===== src/rtl/vp_scan_pkg.sv =====
package vp_scan_pkg;
  typedef enum logic {ST_IDLE, ST_RUN} run_state_t;

  typedef struct packed {
    logic se;
    logic last;
  } cyc_tag_t;
endpackage


===== src/rtl/vp_ceil_div.sv =====
module vp_ceil_div #(
  parameter int NW = 24,
  parameter int DW = 16
) (
  input  logic          clk,
  input  logic          rst,
  input  logic          go,
  input  logic [NW-1:0] num,
  input  logic [DW-1:0] den,
  output logic          fin,
  output logic [NW-1:0] quo
);
  localparam int CNTW = $clog2(NW + 1);

  logic [NW-1:0]   q_r;
  logic [DW-1:0]   rem_r;
  logic [DW-1:0]   den_r;
  logic [CNTW-1:0] cnt_r;
  logic            busy_r;
  logic [DW:0]     trial;
  logic            fits;

  // one restoring step per tick
  always_comb begin
    trial = {rem_r, q_r[NW-1]};
    fits  = (trial >= {1'b0, den_r});
  end

  always_ff @(posedge clk) begin
    if (rst) begin
      busy_r <= 1'b0;
      fin    <= 1'b0;
      q_r    <= '0;
      rem_r  <= '0;
      den_r  <= '0;
      cnt_r  <= '0;
    end else begin
      fin <= 1'b0;
      if (go && !busy_r) begin
        busy_r <= 1'b1;
        q_r    <= num;
        rem_r  <= '0;
        den_r  <= den;
        cnt_r  <= CNTW'(NW);
      end else if (busy_r) begin
        rem_r <= fits ? DW'(trial - {1'b0, den_r}) : trial[DW-1:0];
        q_r   <= {q_r[NW-2:0], fits};
        cnt_r <= cnt_r - 1'b1;
        if (cnt_r == CNTW'(1)) begin
          busy_r <= 1'b0;
          fin    <= 1'b1;
        end
      end
    end
  end

  // round up: any remainder adds one tick
  assign quo = q_r + {{(NW-1){1'b0}}, |rem_r};
endmodule


===== src/rtl/vp_seq.sv =====
module vp_seq #(
  parameter int CW = 16
) (
  input  logic          clk,
  input  logic          rst,
  input  logic          init,
  input  logic          adv,
  input  logic [CW-1:0] n_vec,
  input  logic [CW-1:0] n_len,
  output logic          cur_se,
  output logic          cur_last
);
  logic [CW-1:0] vec_done;
  logic [CW-1:0] pos;

  // pos == n_len marks the capture slot of a vector
  assign cur_se   = (pos != n_len);
  assign cur_last = cur_se && (vec_done == n_vec) && (pos == n_len - 1'b1);

  always_ff @(posedge clk) begin
    if (rst || init) begin
      vec_done <= '0;
      pos      <= '0;
    end else if (adv) begin
      if (!cur_se) begin
        pos      <= '0;
        vec_done <= vec_done + 1'b1;
      end else if (pos == n_len - 1'b1 && vec_done != n_vec) begin
        pos <= n_len;
      end else begin
        pos <= pos + 1'b1;
      end
    end
  end
endmodule


===== src/rtl/vp_pacer.sv =====
module vp_pacer #(
  parameter int TW = 24,
  parameter int AW = 32
) (
  input  logic          clk,
  input  logic          rst,
  input  logic          clear,
  input  logic          nxt_valid,
  input  logic [TW-1:0] nxt_period,
  input  logic          nxt_se,
  input  logic          nxt_last,
  output logic          take,
  output logic          active,
  output logic          tck_en,
  output logic          scan_en,
  output logic [AW-1:0] elapsed,
  output logic          done
);
  logic [TW-1:0] rem;
  logic          last_r;

  assign take = nxt_valid && (!active || rem == TW'(1));

  always_ff @(posedge clk) begin
    if (rst || clear) begin
      rem     <= '0;
      last_r  <= 1'b0;
      active  <= 1'b0;
      tck_en  <= 1'b0;
      scan_en <= 1'b0;
      elapsed <= '0;
      done    <= 1'b0;
    end else begin
      if (active) elapsed <= elapsed + 1'b1;
      tck_en <= take;
      if (take) begin
        active  <= 1'b1;
        rem     <= nxt_period;
        scan_en <= nxt_se;
        last_r  <= nxt_last;
      end else if (active) begin
        if (rem == TW'(1)) begin
          active <= 1'b0;
          if (last_r) begin
            done    <= 1'b1;
            scan_en <= 1'b0;
          end
        end else begin
          rem <= rem - 1'b1;
        end
      end
    end
  end
endmodule


===== src/rtl/vp_scan_clkgen.sv =====
module vp_scan_clkgen
  import vp_scan_pkg::*;
#(
  parameter int CW = 16,
  parameter int PW = 16,
  parameter int FW = 16,
  parameter int EW = 24,
  parameter int AW = 32
) (
  input  logic          clk,
  input  logic          rst,
  input  logic          start,
  input  logic [CW-1:0] cfg_vectors,
  input  logic [CW-1:0] cfg_chain,
  input  logic [PW-1:0] cfg_pmax,
  input  logic [FW-1:0] cfg_floor_shift,
  input  logic [FW-1:0] cfg_floor_capt,
  input  logic          cfg_fixed,
  input  logic [EW-1:0] cfg_emax,
  input  logic          e_valid,
  input  logic [EW-1:0] e_data,
  output logic          e_ready,
  output logic          tck_en,
  output logic          scan_en,
  output logic [AW-1:0] elapsed,
  output logic          done
);
  localparam int TW = EW;

  run_state_t    st;
  logic [CW-1:0] vec_r, len_r;
  logic [PW-1:0] pmax_r;
  logic [FW-1:0] fs_r, fc_r;
  logic          fixed_r;
  logic [EW-1:0] emax_r;

  logic          more, pend, nxt_valid;
  cyc_tag_t      pend_tag, nxt_tag;
  logic [TW-1:0] nxt_period;

  logic          go_idle;
  logic          acc;
  logic          seq_se, seq_last;
  logic          div_fin;
  logic [TW-1:0] div_quo;
  logic [TW-1:0] floor_w, per_w;
  logic          take;
  logic          pace_active;

  assign go_idle = start && (st == ST_IDLE);
  assign e_ready = (st == ST_RUN) && more && !pend && !nxt_valid;
  assign acc     = e_ready && e_valid;

  vp_seq #(.CW(CW)) u_seq (
    .clk(clk), .rst(rst), .init(go_idle), .adv(acc),
    .n_vec(vec_r), .n_len(len_r),
    .cur_se(seq_se), .cur_last(seq_last)
  );

  vp_ceil_div #(.NW(EW), .DW(PW)) u_div (
    .clk(clk), .rst(rst), .go(acc),
    .num(fixed_r ? emax_r : e_data), .den(pmax_r),
    .fin(div_fin), .quo(div_quo)
  );

  // period = max(quotient, mode floor, 1)
  always_comb begin
    floor_w = pend_tag.se ? TW'(fs_r) : TW'(fc_r);
    per_w   = (div_quo > floor_w) ? div_quo : floor_w;
    if (per_w == '0) per_w = TW'(1);
  end

  always_ff @(posedge clk) begin
    if (rst) begin
      st         <= ST_IDLE;
      vec_r      <= '0;
      len_r      <= '0;
      pmax_r     <= '0;
      fs_r       <= '0;
      fc_r       <= '0;
      fixed_r    <= 1'b0;
      emax_r     <= '0;
      more       <= 1'b0;
      pend       <= 1'b0;
      nxt_valid  <= 1'b0;
      pend_tag   <= '0;
      nxt_tag    <= '0;
      nxt_period <= '0;
    end else if (st == ST_IDLE) begin
      if (start) begin
        st        <= ST_RUN;
        vec_r     <= cfg_vectors;
        len_r     <= cfg_chain;
        pmax_r    <= cfg_pmax;
        fs_r      <= cfg_floor_shift;
        fc_r      <= cfg_floor_capt;
        fixed_r   <= cfg_fixed;
        emax_r    <= cfg_emax;
        more      <= 1'b1;
        pend      <= 1'b0;
        nxt_valid <= 1'b0;
      end
    end else begin
      if (acc) begin
        pend          <= 1'b1;
        pend_tag.se   <= seq_se;
        pend_tag.last <= seq_last;
        if (seq_last) more <= 1'b0;
      end
      if (div_fin) begin
        pend       <= 1'b0;
        nxt_valid  <= 1'b1;
        nxt_period <= per_w;
        nxt_tag    <= pend_tag;
      end
      if (take) nxt_valid <= 1'b0;
      if (done) st <= ST_IDLE;
    end
  end

  vp_pacer #(.TW(TW), .AW(AW)) u_pace (
    .clk(clk), .rst(rst), .clear(go_idle),
    .nxt_valid(nxt_valid), .nxt_period(nxt_period),
    .nxt_se(nxt_tag.se), .nxt_last(nxt_tag.last),
    .take(take), .active(pace_active),
    .tck_en(tck_en), .scan_en(scan_en), .elapsed(elapsed), .done(done)
  );
endmodule


===== config.mk =====
export PLATFORM = sky130hd
export DESIGN_NAME = vp_scan_clkgen
export DESIGN_NICKNAME = d
export VERILOG_FILES = /design/src/rtl/vp_scan_pkg.sv /design/src/rtl/vp_ceil_div.sv /design/src/rtl/vp_seq.sv /design/src/rtl/vp_pacer.sv /design/src/rtl/vp_scan_clkgen.sv
export SDC_FILE = /design/constraint.sdc
export NUM_CORES = 1
export LEC_CHECK = 0
export BUFFER_PORTS_ARGS = -buffer_cell sky130_fd_sc_hd__buf_2
export CORE_ASPECT_RATIO = 1.75
export CORE_MARGIN = 5
export CORE_UTILIZATION = 30
export CTS_CLUSTER_SIZE = 20
export DETAILED_ROUTE_END_ITERATION = 10
export GPL_TIMING_DRIVEN = 1
export PLACE_DENSITY = 0.57
export SETUP_SLACK_MARGIN = 0.3
export SKIP_LAST_GASP = 1
export SLEW_MARGIN = 20
export SYNTH_ARGS = -nofsm -noshare
export SYNTH_HDL_FRONTEND = slang
export SYNTH_HIERARCHICAL = 1
export SYNTH_SLANG_ARGS = --single-unit
export TNS_END_PERCENT = 5

===== constraint.sdc =====
create_clock -name clk -period 4 [get_ports clk]
set_input_delay 0.2 -clock clk [delete_from_list [all_inputs] [get_ports clk]]
set_output_delay 0.2 -clock clk [all_outputs]
set_load 0.005 [all_outputs]

==> run metrics <==
status finished clean; clock skew 0.0165 ns; H-tree depth 1; kind of critical path flip-flop to flip-flop; first-pass GRT wire length 77700 µm; slew margin rel. 20.7%; CTS Sinks 293; maximum fanout along the worst path 11; syn avg cell area 8.03 µm²; Root Driver clkbuf_16; final core utilization 37.4%; Fmax 0.273 GHz; CP Capture Type flip-flop; DP Wirelength 36600 µm; compound-cell area share of the yosys netlist roughly 17%; Internal Dissipation between 0.004 and 0.005 W; gr usage total 16.6%; area delta synth->final 23.9%; fillers 5333; CP Launch Type flip-flop; Lkg Pwr between 7 and 8 nW; xor and xnor area share after synthesis 6.08%; part of the power in registers 44.6%; power per cell area 355 nW/µm²; largest family of logic cells by synthesized area simple AND/OR/NAND/NOR gates; Synth cell types 83; CORE AREA approximately 52000 µm²; DR vias 14883; sequential fraction of the synthesis area 37.3%; Max VDD drop 318 µV; Clk Latency, worst-skew pair ~0.58 ns; first-pass detailed-route iteration total 5; Hold Vio Cnt, Final 0; Worst Path Required ~4.4 ns; Post-synth EDFFs 0; Logic pwr share 14.9%; Worst EP arrival 4.08 ns; Synth top area share 37.3%; dominant cell type by area after synthesis dfxtp_1; Num CTS Buffers 30; largest net degree at the start of global routing about 110; IO Count 169; cell area after synthesis 15700 µm²; worst hold-check path type input port to flip-flop; Tmin final 3.67 ns; drt total wl roughly 50000 µm; post-synthesis mux area share between 5 and 6%; RSZ-0062 raised after global routing yes; Synth Area in Adders approximately 3.5%; Final period util 91.7%; Max Transition Viols Final 0; DRC Markers 0; Starting Density 30.2%; Clock Pin Slew Worst Setup and Hold Paths roughly 0.060 ns; port bufs 168; Sw Ratio approximately 28%; ys async rst share 0%; placed cell areas roughly 17000 µm²; layout cell share with drive strength beyond 1 about 16%; max cap viols 0; NetSw roughly 0.0019 W; Detail Route Antenna Nets 0; WHS 0.147 ns; Final Instance Area 19500 µm²; total gr overflow 0; die area 57200 µm²; drt wl/cell 17.4 µm; Clock Tree Buf Depth 3; Synth Net Count 2133; Primary FF master, synth dfxtp_1; Synth area leaders dfxtp_1 37%, nand2_1 8.4%, a21oi_1 6.8%, mux2i_1 3.9%, nor2_1 3.9%; Vert. Die Dim 313 µm; antenna violations before repair 0; die width 183 µm; antenna cells 0; Post-Synth Simple-Gate Area roughly 25%; Mapped Cells 1957; vias in the first global route 14754; Final setup viols 0; power share of the clock group 40.5%; GPL Wtd Cong approximately 0.9; CTS tree built; Vias/cell 5.18; number of synthesized register bits 293; DRT iter0 DRCs 771; Slew @ Worst Pin 1.19 ns; Yosys Warn Count 6; nets about 2400; Rows 111
-- kinds of logic after synthesis --
group,Yosys count
adders and majority gates,43
AOI/OAI and AO/OA,432
buffers and inverters,170
DFF,293
xor gates and xnor gates,109
muxes,90
and+or+nand+nor,820
-- what timing repair did --
| item | CTS | global route |
|---|---|---|
| hold buffers | 107 | 0 |
| gates cloned | 1 | 0 |
| hold endpoints to repair | 109 | 0 |
| buffers inserted | 0 | 4 |
| setup endpoints to repair | 16 | 16 |
| resized for setup | 18 | 43 |
| pin swaps | 8 | 20 |
-- final cells by class --
cell class | instances | area [µm²] | share of cell area [%]
multi-input cells | 1495 | 9400 | 48.3
flip-flops and latches | 293 | 5880 | 30.2
repair buffers | 309 | 2180 | 11.2
clock buffers | 38 | 851 | 4.37
well taps | 678 | 848 | 4.36
inverters | 46 | 174 | 0.894
clock inverters | 16 | 131 | 0.675
-- cell usage in the layout (no fill, tap or decap), types with 12 or more instances in the layout --
master           n
a31oi_1         23
or4_1           12
buf_4           32
inv_1           44
xnor2_1         58
nand3b_1        22
clkbuf_16       30
nand4_1         33
ha_1            39
nor4_1          37
dfxtp_1        285
mux2i_1         62
or3_1           12
a21oi_1        214
nand3_1         48
nor2_1         161
buf_2          167
xor2_1          47
nor3b_1         20
o21ai_1         21
nor3_1          35
dlygate4sd3_1  107
and3_1          21
o21ai_0         58
nand2_1        346
mux2_1          19
-- final timing paths --
check,from,endpoint,slack (ns),cells past startpoint
setup reg to reg,u_div/rem_r[3]$_SDFFE_PP0P_,nxt_period[1]$_SDFFE_PP0P_,0.33,16
hold reg to reg,emax_r[22]$_SDFFE_PP0P_,emax_r[22]$_SDFFE_PP0P_,0.45,2
hold / removal,e_data[5],u_div/q_r[5]$_SDFFE_PP0P_,0.15,6
setup / recovery,u_div/rem_r[3]$_SDFFE_PP0P_,nxt_period[1]$_SDFFE_PP0P_,0.33,16
-- power groups by stage --
stage / Clock (W) / Sequential (W) / Combinational (W)
global placement: 0 / 0.00313 / 0.000878
global route: 0.00297 / 0.00308 / 0.00112
detailed placement: 0 / 0.00314 / 0.000886
CTS: 0.00288 / 0.00307 / 0.00100
finish: 0.00280 / 0.00307 / 0.00103
floorplan: 0 / 0.00310 / 0.000637
-- layer usage --
layer | GRT usage, % | up-vias | share of wire [%]
met1 | 17.6 | 7006 | 38
met5 | 0 | - | 0
met4 | 9.40 | 0 | 6.4
li1 | - | 7348 | -
met2 | 31.3 | 392 | 52
met3 | 1.56 | 137 | 3.4
-- cell usage after synthesis, drive strengths merged, types with 5 or more instances --
master and n:
inv 45, nor3 37, nand2 350, o2bb2ai 5, xor2 47, or2 5, o31ai 13, o21a 5
nand2b 12, nor2 164, nor4 44, a21o 9, o311ai 23, mux2i 62, nand4 34, buf 31
a31oi 23, dfxtp 293, nand3 50, or4 14, nand3b 22, nor3b 21, and3 25, ha 42
o221ai 5, nor2b 6, and4 10, o21ai 84, o211ai 5, a211oi 15, or3 12, a311oi 5
and2 7, mux2 28, a21oi 215, xnor2 62, clkbuf 93
-- registers in the layout (all words and copies together), names as in the netlist, 2 cells and up --
signal / count
u_div/q_r: 24
pmax_r: 16
u_seq/vec_done: 16
u_seq/pos: 16
u_pace/rem: 24
fs_r: 16
len_r: 16
pend_tag: 2
nxt_period: 24
u_div/den_r: 16
u_div/cnt_r: 5
emax_r: 24
u_pace/elapsed: 32
vec_r: 16
u_div/rem_r: 16
nxt_tag: 2
fc_r: 16
-- metrics by stage --
stage	setup WS, ns	setup TNS (ns)	instances	power [W]
6_report	0.332	0	2875	0.00690
3_3_place_gp	0.0217	0	2709	0.00401
2_1_floorplan	0.530	0	1957	0.00374
4_1_cts	0.348	0	2871	0.00696
5_1_grt	0.160	0	2875	0.00717
3_5_place_dp	-0.0302	-0.113	2709	0.00402
-- worst max-delay path: stages (launching register included) --
cell,delay (ns)
dfxtp_1,0.43
nor4_4,0.07
nand4_1,0.14
ha_2,0.23
nand3_2,0.12
nor2_2,0.20
and3_2,0.27
and3_4,0.21
nand3_1,0.12
xnor2_2,0.19
nor4_4,0.39
nand4_4,0.17
nor3_4,0.29
a311oi_4,0.08
buf_4,0.20
o21ai_1,0.25
o311ai_4,0.14
(Power assumes the default switching activity.)
